[src/rtl/kwd_pkg.sv]
package kwd_pkg;
    localparam int SEL_W    = 2;
    localparam int NUM_TAPS = 1 << SEL_W;

    localparam logic [1:0] ADDR_CFG = 2'd0;
    localparam logic [1:0] ADDR_KEY = 2'd1;
    localparam logic [1:0] ADDR_VEC = 2'd2;

    localparam logic [7:0] KEY_ARM   = 8'h55;
    localparam logic [7:0] KEY_FIRE  = 8'hAA;
    localparam logic [7:0] VEC_RESET = 8'h0F;

    // packed with enable at bit 0, tap select at the top
    typedef struct packed {
        logic [SEL_W-1:0] tsel;
        logic             pre_en;
        logic             irq_mode;
        logic             enable;
    } wd_cfg_t;

    localparam wd_cfg_t CFG_RESET = '{tsel: '0, pre_en: 1'b0, irq_mode: 1'b0, enable: 1'b1};

    typedef enum logic {
        KEY_IDLE  = 1'b0,
        KEY_ARMED = 1'b1
    } key_state_e;
endpackage

[src/rtl/kwd_regs.sv]
module kwd_regs
    import kwd_pkg::*;
(
    input  logic       clk,
    input  logic       rst_n,
    input  logic       bus_wr,
    input  logic [1:0] bus_addr,
    input  logic [7:0] bus_wdata,
    output wd_cfg_t    cfg_o,
    output logic [7:0] vec_o
);
    localparam int CFG_W = $bits(wd_cfg_t);

    typedef struct packed {
        wd_cfg_t    cfg;
        logic       locked;
        logic [7:0] vec;
    } regs_t;

    regs_t regs_q, regs_d;

    always_comb begin
        regs_d = regs_q;
        if (bus_wr && bus_addr == ADDR_CFG && !regs_q.locked) begin
            regs_d.cfg    = wd_cfg_t'(bus_wdata[CFG_W-1:0]);
            regs_d.locked = 1'b1;
        end
        if (bus_wr && bus_addr == ADDR_VEC) begin
            regs_d.vec = bus_wdata;
        end
    end

    always_ff @(posedge clk or negedge rst_n) begin
        if (!rst_n) begin
            regs_q <= '{cfg: CFG_RESET, locked: 1'b0, vec: VEC_RESET};
        end else begin
            regs_q <= regs_d;
        end
    end

    assign cfg_o = regs_q.cfg;
    assign vec_o = regs_q.vec;

    // once locked, settings never change until reset
    a_r2_cfg_locked: assert property (@(posedge clk) disable iff (!rst_n)
        regs_q.locked |=> $stable(regs_q.cfg));

    // a vector write lands on the output the next cycle
    a_r9_vec_write: assert property (@(posedge clk) disable iff (!rst_n)
        (bus_wr && bus_addr == ADDR_VEC) |=> (vec_o == $past(bus_wdata)));
endmodule

[src/rtl/kwd_keyseq.sv]
module kwd_keyseq
    import kwd_pkg::*;
(
    input  logic       clk,
    input  logic       rst_n,
    input  logic       key_wr,
    input  logic [7:0] key_data,
    output logic       svc_o
);
    typedef struct packed {
        key_state_e st;
    } seq_t;

    seq_t seq_q, seq_d;

    always_comb begin
        seq_d = seq_q;
        if (key_wr) begin
            case (seq_q.st)
                KEY_IDLE: begin
                    if (key_data == KEY_ARM) seq_d.st = KEY_ARMED;
                end
                KEY_ARMED: begin
                    if (key_data == KEY_FIRE) seq_d.st = KEY_IDLE;
                end
                default: seq_d.st = KEY_IDLE;
            endcase
        end
    end

    always_ff @(posedge clk or negedge rst_n) begin
        if (!rst_n) begin
            seq_q <= '{st: KEY_IDLE};
        end else begin
            seq_q <= seq_d;
        end
    end

    assign svc_o = key_wr && (seq_q.st == KEY_ARMED) && (key_data == KEY_FIRE);

    // any non-fire write keeps the armed state
    a_r4_stay_armed: assert property (@(posedge clk) disable iff (!rst_n)
        (seq_q.st == KEY_ARMED && !(key_wr && key_data == KEY_FIRE)) |=> (seq_q.st == KEY_ARMED));

    // a fire byte while idle does not service
    a_r4_idle_fire: assert property (@(posedge clk) disable iff (!rst_n)
        (seq_q.st == KEY_IDLE) |-> !svc_o);

    // a completed key returns to idle
    a_r3_key_done: assert property (@(posedge clk) disable iff (!rst_n)
        svc_o |=> (seq_q.st == KEY_IDLE));
endmodule

[src/rtl/kwd_counter.sv]
module kwd_counter
    import kwd_pkg::*;
#(
    parameter int PRE_BITS = 9,
    parameter int TAP_BASE = 9,
    parameter int TAP_STEP = 2
) (
    input  logic             clk,
    input  logic             rst_n,
    input  logic             enable_i,
    input  logic             hold_i,
    input  logic             pre_en_i,
    input  logic [SEL_W-1:0] tsel_i,
    input  logic             clr_i,
    output logic             timeout_o
);
    localparam int DIV_W = TAP_BASE + TAP_STEP * (NUM_TAPS - 1);

    typedef struct packed {
        logic [PRE_BITS-1:0] pre;
        logic [DIV_W-1:0]    div;
        logic                to;
    } cnt_t;

    cnt_t cnt_q, cnt_d;
    logic [NUM_TAPS-1:0] tap_hit;

    // one terminal-count comparator per selectable tap
    for (genvar g = 0; g < NUM_TAPS; g++) begin : g_tap
        localparam logic [63:0] LIM64 = (64'd1 << (TAP_BASE + TAP_STEP * g)) - 64'd1;
        localparam logic [DIV_W-1:0] LIM = LIM64[DIV_W-1:0];
        assign tap_hit[g] = (cnt_q.div >= LIM);
    end

    always_comb begin
        logic run;
        logic tick;
        cnt_d    = cnt_q;
        cnt_d.to = 1'b0;
        run      = enable_i && !hold_i;
        tick     = !pre_en_i || (&cnt_q.pre);
        if (clr_i) begin
            cnt_d.pre = '0;
            cnt_d.div = '0;
        end else if (run) begin
            if (pre_en_i) cnt_d.pre = cnt_q.pre + PRE_BITS'(1);
            if (tick) begin
                if (tap_hit[tsel_i]) begin
                    cnt_d.div = '0;
                    cnt_d.to  = 1'b1;
                end else begin
                    cnt_d.div = cnt_q.div + DIV_W'(1);
                end
            end
        end
    end

    always_ff @(posedge clk or negedge rst_n) begin
        if (!rst_n) begin
            cnt_q <= '{pre: '0, div: '0, to: 1'b0};
        end else begin
            cnt_q <= cnt_d;
        end
    end

    assign timeout_o = cnt_q.to;

    // service zeroes prescaler and divider
    a_r3_restart: assert property (@(posedge clk) disable iff (!rst_n)
        clr_i |=> (cnt_q.div == '0 && cnt_q.pre == '0));

    // held clock freezes the count and blocks timeouts
    a_r10_hold: assert property (@(posedge clk) disable iff (!rst_n)
        (hold_i && !clr_i) |=> ($stable(cnt_q.div) && !cnt_q.to));

    // disabled watchdog never times out
    a_r11_disabled: assert property (@(posedge clk) disable iff (!rst_n)
        (!enable_i && !clr_i) |=> ($stable(cnt_q.div) && !cnt_q.to));

    // the divider restarts from zero at each timeout
    a_r8_wrap: assert property (@(posedge clk) disable iff (!rst_n)
        cnt_q.to |-> (cnt_q.div == '0));
endmodule

[src/rtl/keyed_watchdog.sv]
module keyed_watchdog
    import kwd_pkg::*;
#(
    parameter int PRE_BITS = 9,
    parameter int TAP_BASE = 9,
    parameter int TAP_STEP = 2
) (
    input  logic       clk,
    input  logic       rst_n,
    input  logic       bus_wr,
    input  logic [1:0] bus_addr,
    input  logic [7:0] bus_wdata,
    input  logic       lp_stop,
    input  logic       dbg_freeze,
    output logic       rst_req,
    output logic       irq_req,
    output logic [7:0] irq_vec
);
    wd_cfg_t cfg;
    logic    svc;
    logic    timeout;

    kwd_regs u_regs (
        .clk       (clk),
        .rst_n     (rst_n),
        .bus_wr    (bus_wr),
        .bus_addr  (bus_addr),
        .bus_wdata (bus_wdata),
        .cfg_o     (cfg),
        .vec_o     (irq_vec)
    );

    kwd_keyseq u_keyseq (
        .clk      (clk),
        .rst_n    (rst_n),
        .key_wr   (bus_wr && bus_addr == ADDR_KEY),
        .key_data (bus_wdata),
        .svc_o    (svc)
    );

    kwd_counter #(
        .PRE_BITS (PRE_BITS),
        .TAP_BASE (TAP_BASE),
        .TAP_STEP (TAP_STEP)
    ) u_counter (
        .clk       (clk),
        .rst_n     (rst_n),
        .enable_i  (cfg.enable),
        .hold_i    (lp_stop || dbg_freeze),
        .pre_en_i  (cfg.pre_en),
        .tsel_i    (cfg.tsel),
        .clr_i     (svc),
        .timeout_o (timeout)
    );

    assign rst_req = timeout && !cfg.irq_mode;
    assign irq_req = timeout && cfg.irq_mode;

    // requests are exclusive single-cycle pulses
    a_r7_exclusive: assert property (@(posedge clk) disable iff (!rst_n)
        $onehot0({rst_req, irq_req}));

    a_r7_pulse: assert property (@(posedge clk) disable iff (!rst_n)
        (rst_req || irq_req) |=> !(rst_req || irq_req));
endmodule

[config.mk]
export PLATFORM = sky130hd
export DESIGN_NAME = keyed_watchdog
export DESIGN_NICKNAME = d
export VERILOG_FILES = /design/src/rtl/kwd_pkg.sv /design/src/rtl/kwd_regs.sv /design/src/rtl/kwd_keyseq.sv /design/src/rtl/kwd_counter.sv /design/src/rtl/keyed_watchdog.sv
export SDC_FILE = /design/constraint.sdc
export NUM_CORES = 1
export LEC_CHECK = 0
export ABC_CLOCK_PERIOD_IN_PS = 3700
export BUFFER_PORTS_ARGS = -buffer_cell sky130_fd_sc_hd__buf_4
export CORE_MARGIN = 2
export CORE_UTILIZATION = 44
export DETAILED_ROUTE_END_ITERATION = 7
export PLACE_DENSITY_LB_ADDON = 0.12
export SYNTH_ARGS = -nofsm -noshare
export SYNTH_HDL_FRONTEND = slang
export SYNTH_SLANG_ARGS = --single-unit
[constraint.sdc]
create_clock -name clk -period 3.7 [get_ports clk]
set_input_delay 0.74 -clock clk [delete_from_list [all_inputs] [get_ports clk]]
set_output_delay 0.74 -clock clk [all_outputs]
set_load 0.05 [all_outputs]
==> impl_metrics.env, run 1 <==
export IMPL_layout_commonest_cell="dfrtp_1"
export IMPL_antennaDiodeCount=0
export IMPL_instances_no_fill=284
export IMPL_synth_mux_area_share_pct=7.81
export IMPL_dp_final_hpwl_um=3150
export IMPL_rr_endpoint="u_counter.cnt_q[7]"
export IMPL_yosysUniqueCellTypes=44
export IMPL_fin_area_mm2=0.00239
export IMPL_ff2ff_path_depth=9
export IMPL_hold_path_class="input pin to asynchronous set/reset pin"
export IMPL_vias=1627
export IMPL_post_place_cells=276
export IMPL_finalCriticalPeriod_ns=2.57
export IMPL_postCtsSetupBuffers=0
export IMPL_tightest_slew_ns=1.02
export IMPL_clk_latency_ns=0.29
export IMPL_clock_sinks=40
export IMPL_switching_share_pct=33.5
export IMPL_synth_seq_cells=40
export IMPL_ys_seq_area_share_pct=47.3
export IMPL_pin_count=25
export IMPL_cts_tree="yes"
export IMPL_place_gp_congestion=0.796
export IMPL_critical_path_max_stage_delay_ns=0.85
export IMPL_cts_root_buffer="clkbuf_8"
export IMPL_fillers=437
export IMPL_p_comb_share_pct=26.6
export IMPL_viasPerCell=5.73
export IMPL_skew_ns=0.0130
export IMPL_arrival_ns=2.76
export IMPL_synth_compound_area_share_pct=11.2
export IMPL_final_antenna_net_count=0
export IMPL_cts_buffers=5
export IMPL_status="complete, no violations"
export IMPL_clock_path_buffers=2
export IMPL_syn_nets=227
export IMPL_die_y_um=73.6
export IMPL_seqPwrFrac_pct=49.0
export IMPL_fin_util_pct=50.9
export IMPL_layout_common_cells="35 x dfrtp_1, 26 x nand2_1, 26 x buf_4"
export IMPL_path_max_fanout=15
export IMPL_drc=0
export IMPL_r2r_setup_slack_ns=1.13
export IMPL_clk_pin_slew_ns=0.08
export IMPL_finalSetupViolations=0
export IMPL_io_buffer_count=24
export IMPL_finalHoldViolations=0
export IMPL_drive_above_1_share_pct=26.5
export IMPL_slew_headroom_pct=32.1
export IMPL_coreArea_mm2=0.00469
export IMPL_grt_setup_unrepaired="no"
export IMPL_syn_inst=209
export IMPL_overflow=0
export IMPL_grt_max_degree=41
export IMPL_area_delta_synth_final_pct=12.0
export IMPL_fp_row_count=25
export IMPL_tns_ns=0
export IMPL_synthXorXnorAreaFrac_pct=4.93
export IMPL_routed_wirelength_um=4340
export IMPL_grt_usage_pct=17.7
export IMPL_synthSimpleGateAreaFrac_pct=21.8
export IMPL_vdd_ir_drop_max_v=0.000216
export IMPL_cp_slowest_cell="nor2b_1"
export IMPL_cts_resized=0
export IMPL_slew_violations=0
export IMPL_min_period_over_period_pct=69.5
export IMPL_synth_top_family_by_area="simple AND/OR/NAND/NOR gates"
export IMPL_cp_data_required_time_ns=3.89
export IMPL_cap_violations=0
export IMPL_switchingPower_uw=404
export IMPL_drtIter0Drc=84
export IMPL_max_freq_mhz=389
export IMPL_grt_pass1_wl_um=7370
export IMPL_end_kind="flip-flop"
export IMPL_synthesis_area_mm2=0.00213
export IMPL_hold_buffers=0
export IMPL_power_density_mw_per_mm2=505
export IMPL_nNetsFinal=247
export IMPL_p_clk_share_pct=24.4
export IMPL_critPathLaunchType="flip-flop"
export IMPL_htreeDepth=2
export IMPL_start_util_pct=45.4
export IMPL_yosysWarnings=0
export IMPL_grt_pass1_vias=1706
export IMPL_detail_route_wl_per_cell_um=15.3
export IMPL_r2r_start="u_counter.cnt_q[16]"
export IMPL_avgSynthCellArea_um2=10.2
export IMPL_power_leakage_nw=0.964
export IMPL_firstDrtPassIters=4
export IMPL_p_int_uw=802
export IMPL_synthAdderAreaFrac_pct=1.76
export IMPL_antenna_found_initial=0
export IMPL_die_x_um=73.6
export IMPL_dieArea_mm2=0.00542
export IMPL_place_area_mm2=0.00230
export IMPL_crit_chain="ha_1 > nand3_1 > nor2_1 > ha_1 > nand2b_1 > nand3_1 > nor2b_1 > nor2_1 > a22oi_1"
export IMPL_worstSetupPathType="flip-flop to flip-flop"
==> layout make-up <==
cell class | instances | area, µm² | area share, %
flip-flops and latches | 40 | 1010 | 42.2
repair buffers | 26 | 195 | 8.18
multi-input cells | 152 | 1010 | 42.4
clock buffers | 8 | 90.1 | 3.78
well taps | 54 | 67.6 | 2.83
inverters | 4 | 15.0 | 0.629
==> kinds of logic after synthesis <==
| group | count (synthesis) |
|---|---|
| mux | 15 |
| compound gates | 36 |
| fa+ha+maj | 3 |
| buf+inv | 17 |
| xor+xnor | 12 |
| simple gates | 86 |
| flops | 40 |
==> power groups by stage <==
stage	clock, mW	sequential (mW)	combinational [mW]
floorplan	0	0.579	0.263
global placement	0	0.594	0.307
detailed placement	0	0.598	0.323
CTS	0.307	0.591	0.325
global route	0.327	0.604	0.351
finish	0.294	0.591	0.321
==> synthesized netlist by cell type <==
| cell type | n | area share (%) |
|---|---|---|
| o21ba_2 | 1 | 0.47 |
| xor2_1 | 7 | 2.9 |
| and2_1 | 1 | 0.29 |
| nor2_1 | 15 | 2.6 |
| or2_2 | 2 | 0.59 |
| a21oi_1 | 3 | 0.70 |
| nand2_1 | 26 | 4.6 |
| o21ai_2 | 1 | 0.41 |
| nor4_1 | 3 | 0.88 |
| o2111ai_1 | 1 | 0.41 |
| a21oi_2 | 2 | 0.82 |
| nand2b_1 | 2 | 0.59 |
| a22oi_1 | 1 | 0.35 |
| nor2b_1 | 2 | 0.59 |
| or4bb_1 | 1 | 0.53 |
| xnor2_1 | 5 | 2.1 |
| nor2_2 | 1 | 0.29 |
| or3_1 | 3 | 0.88 |
| o311ai_1 | 1 | 0.41 |
| mux2i_1 | 2 | 0.94 |
| mux2_2 | 13 | 6.9 |
| nor3_1 | 7 | 1.6 |
| or3b_1 | 1 | 0.41 |
| nor4b_2 | 1 | 0.70 |
| and3_1 | 2 | 0.59 |
| inv_1 | 4 | 0.70 |
| o211ai_1 | 8 | 2.8 |
| dfrtp_1 | 35 | 41 |
| buf_2 | 3 | 0.70 |
| o21ai_1 | 9 | 2.1 |
| a311oi_1 | 1 | 0.41 |
| nand4bb_1 | 2 | 1.1 |
| ha_1 | 3 | 1.8 |
| nor4bb_1 | 1 | 0.47 |
| buf_4 | 8 | 2.8 |
| a31oi_2 | 1 | 0.59 |
| nor4_4 | 1 | 1.0 |
| nand4_1 | 4 | 1.2 |
| o21ai_0 | 7 | 1.6 |
| nand2_2 | 1 | 0.29 |
| dfstp_2 | 5 | 6.2 |
| nand3b_1 | 2 | 0.70 |
| nand3_1 | 8 | 1.9 |
| buf_6 | 2 | 1.1 |
==> layer usage <==
layer	wire, µm	up-vias	track usage (%)
met5	0	-	0
met4	23	0	6.87
met3	218	4	4.39
met2	2230	53	30.9
met1	1870	793	20.8
li1	-	777	-
==> flip-flops by register name (all words and copies together), names as in the netlist <==
register	flops
u_regs.cfg_o	5
u_regs.vec_o	8
u_counter.timeout_o	1
u_counter.cnt_q	24
u_keyseq.seq_q	1
u_regs.regs_q	1
==> worst max path at each step <==
stage,from,endpoint,slack [ns],cells past startpoint
finish,u_counter.cnt_q[16],u_counter.cnt_q[7],1.13,9
global route,u_counter.cnt_q[16],u_counter.cnt_q[7],0.85,9
CTS,u_counter.cnt_q[16],u_counter.cnt_q[7],1.12,9
detailed placement,u_counter.cnt_q[16],u_counter.cnt_q[7],1.12,9
global placement,bus_wdata[1],u_counter.cnt_q[7],1.33,7
floorplan,bus_wdata[0],u_counter.cnt_q[5],1.67,6
==> critical path, delay by kind of cell (launching register included) <==
| kind | cells | cell delay (ns) |
|---|---|---|
| DFF | 1 | 0.41 |
| and+or+nand+nor | 6 | 1.45 |
| AOI/OAI and AO/OA | 1 | 0.22 |
| adders and majority gates | 2 | 0.40 |
==> per-stage QoR <==
stage	hold slack [ns]	power (mW)	worst slack (ns)
floorplan	0.444	0.842	1.67
global placement	0.478	0.900	1.33
detailed placement	0.490	0.922	1.12
CTS	0.433	1.22	1.12
global route	0.447	1.28	0.855
finish	0.414	1.21	1.13
Note: power is estimated with default switching activity, not from simulation.
==> run 2, diff against run 1 <==
--- a/config.mk
+++ b/config.mk
@@ -5,7 +5,7 @@
 export SDC_FILE = /design/constraint.sdc
 export NUM_CORES = 1
 export LEC_CHECK = 0
-export ABC_CLOCK_PERIOD_IN_PS = 3700
+export ABC_CLOCK_PERIOD_IN_PS = 2300
 export BUFFER_PORTS_ARGS = -buffer_cell sky130_fd_sc_hd__buf_4
 export CORE_MARGIN = 2
 export CORE_UTILIZATION = 44
==> constraint.sdc (replaced) <==
create_clock -name clk -period 2.3 [get_ports clk]
set_input_delay 0.46 -clock clk [delete_from_list [all_inputs] [get_ports clk]]
set_output_delay 0.46 -clock clk [all_outputs]
set_load 0.05 [all_outputs]
==> run 2 against run 1 <==
  * Sequential cell count did not move
  * Largest power group unchanged
  * First-iteration DRC count fell by 21%
  * Core utilization rose by 1.5 points
  * Highest routed layer unchanged
  * Via count fell by 0.55%
  * Combinational power rose by 74%
  * Sequential power rose by 61%
==> impl_metrics.env, run 2 (synthesized netlist as in run 1, its figures left out) <==
export IMPL_vias=1618
export IMPL_dp_final_hpwl_um=3180
export IMPL_fillers=445
export IMPL_fin_area_mm2=0.00246
export IMPL_cts_tree="yes"
export IMPL_final_antenna_net_count=0
export IMPL_clk_latency_ns=0.29
export IMPL_cp_data_required_time_ns=2.49
export IMPL_hold_buffers=0
export IMPL_ff2ff_path_depth=10
export IMPL_coreArea_mm2=0.00469
export IMPL_grt_setup_unrepaired="no"
export IMPL_detail_route_wl_per_cell_um=14.9
export IMPL_cts_root_buffer="clkbuf_8"
export IMPL_fp_row_count=25
export IMPL_clock_sinks=40
export IMPL_finalSetupViolations=0
export IMPL_grt_usage_pct=18.0
export IMPL_viasPerCell=5.56
export IMPL_power_leakage_nw=1.01
export IMPL_tns_ns=0
export IMPL_tightest_slew_ns=0.516
export IMPL_power_density_mw_per_mm2=840
export IMPL_vdd_ir_drop_max_v=0.000519
export IMPL_largest_register="u_counter.cnt_q"
export IMPL_drtIter0Drc=66
export IMPL_cts_buffers=5
export IMPL_layout_common_cells="35 x dfrtp_1, 33 x buf_4, 26 x nand2_1"
export IMPL_critPathLaunchType="flip-flop"
export IMPL_end_kind="flip-flop"
export IMPL_cap_violations=0
export IMPL_clk_pin_slew_ns=0.07
export IMPL_dieArea_mm2=0.00542
export IMPL_arrival_ns=2.23
export IMPL_clock_path_buffers=2
export IMPL_overflow=0
export IMPL_die_y_um=73.6
export IMPL_start_util_pct=45.4
export IMPL_pin_count=25
export IMPL_crit_chain="ha_1 > nand3_1 > nor2_1 > ha_1 > nand2b_1 > nand3_1 > nor2_2 > o21ai_2 > buf_4 > o311ai_1"
export IMPL_htreeDepth=2
export IMPL_die_x_um=73.6
export IMPL_io_buffer_count=24
export IMPL_skew_ns=0.00399
export IMPL_place_gp_congestion=0.840
export IMPL_slew_headroom_pct=65.6
export IMPL_hold_path_class="input pin to asynchronous set/reset pin"
export IMPL_routed_wirelength_um=4340
export IMPL_min_period_over_period_pct=88.7
export IMPL_drc=0
export IMPL_cts_resized=0
export IMPL_nNetsFinal=254
export IMPL_firstDrtPassIters=4
export IMPL_antenna_found_initial=0
export IMPL_layout_commonest_cell="dfrtp_1"
export IMPL_finalCriticalPeriod_ns=2.04
export IMPL_place_area_mm2=0.00235
export IMPL_status="complete, no violations"
export IMPL_slew_violations=0
export IMPL_area_delta_synth_final_pct=15.3
export IMPL_power_mw=2.06
export IMPL_largest_reg_flops=24
export IMPL_grt_pass1_wl_um=7440
export IMPL_critical_path_max_stage_delay_ns=0.39
export IMPL_path_max_fanout=8
export IMPL_antennaDiodeCount=0
export IMPL_max_freq_mhz=490
export IMPL_drive_above_1_share_pct=29.1
export IMPL_grt_pass1_vias=1653
export IMPL_worstSetupPathType="flip-flop to flip-flop"
export IMPL_cp_slowest_cell="dfrtp_1"
export IMPL_finalHoldViolations=0
export IMPL_grt_max_degree=41
export IMPL_postCtsSetupBuffers=0
run 2: changes by cell type in the layout (fill, tap and decap cells not counted), sizes merged:
cell,change
buf,+7
bufinv,+1
clkbuf,-2
clkinv,+1
run 2: final cells by class:
class	count	area [µm²]	area share (%)
inverter	4	15.0	0.611
multi-input combinational	152	1010	41.2
timing repair buffer	33	248	10.1
sequential	40	1010	41.0
clock inverter	2	35.0	1.43
clock buffer	6	72.6	2.95
tap	54	67.6	2.75
run 2: power breakdown:
group,internal (mW),total (mW),switching [mW]
Combinational,0.235,0.557,0.322
Sequential,0.845,0.950,0.105
Clock,0.322,0.556,0.234
Total,1.40,2.06,0.661
run 2: path summary, 6_finish.rpt:
path / slack, ns / startpoint / end
worst max register to register: 0.26 / u_counter.cnt_q[16] / u_counter.cnt_q[12]
max in group asynchronous: 1.79 / rst_n / u_regs.vec_o[3]
worst min-delay path: 0.14 / rst_n / u_regs.vec_o[5]
worst min register to register: 0.49 / u_regs.regs_q[8] / u_regs.regs_q[8]
worst max-delay path: 0.26 / u_counter.cnt_q[16] / u_counter.cnt_q[12]
min in group clk: 0.41 / bus_wdata[5] / u_regs.vec_o[5]
run 2: worst max-delay path, delay by kind of cell, from the launching register on:
family / cells / cell delay (ns)
AND/OR/NAND/NOR: 5 / 0.66
buffers and inverters: 1 / 0.17
adder cells (fa/ha/maj): 2 / 0.35
AO/OA/AOI/OAI: 2 / 0.36
flip-flops: 1 / 0.39
run 2: metrics by stage:
| step | utilization, % | cells | hold WS [ns] | worst slack (ns) |
|---|---|---|---|---|
| final | 52.3 | 291 | 0.143 | 0.261 |
| after global routing | 52.3 | 291 | 0.160 | 0.0623 |
| after CTS | 52.3 | 291 | 0.144 | 0.243 |
| after detailed placement | 50.1 | 283 | 0.469 | 0.262 |
| after global placement | 50.1 | 283 | 0.460 | 0.335 |
| after floorplan | - | 209 | 0.164 | 0.412 |
run 2: layer usage:
layer,track usage (%),wire [µm],vias to the layer above,share of wire (%)
met5,0,0,-,0
met4,6.46,53,0,1.2
met3,4.12,191,7,4.4
met2,30.2,2160,35,50
met1,22.8,1940,785,45
li1,-,-,791,-
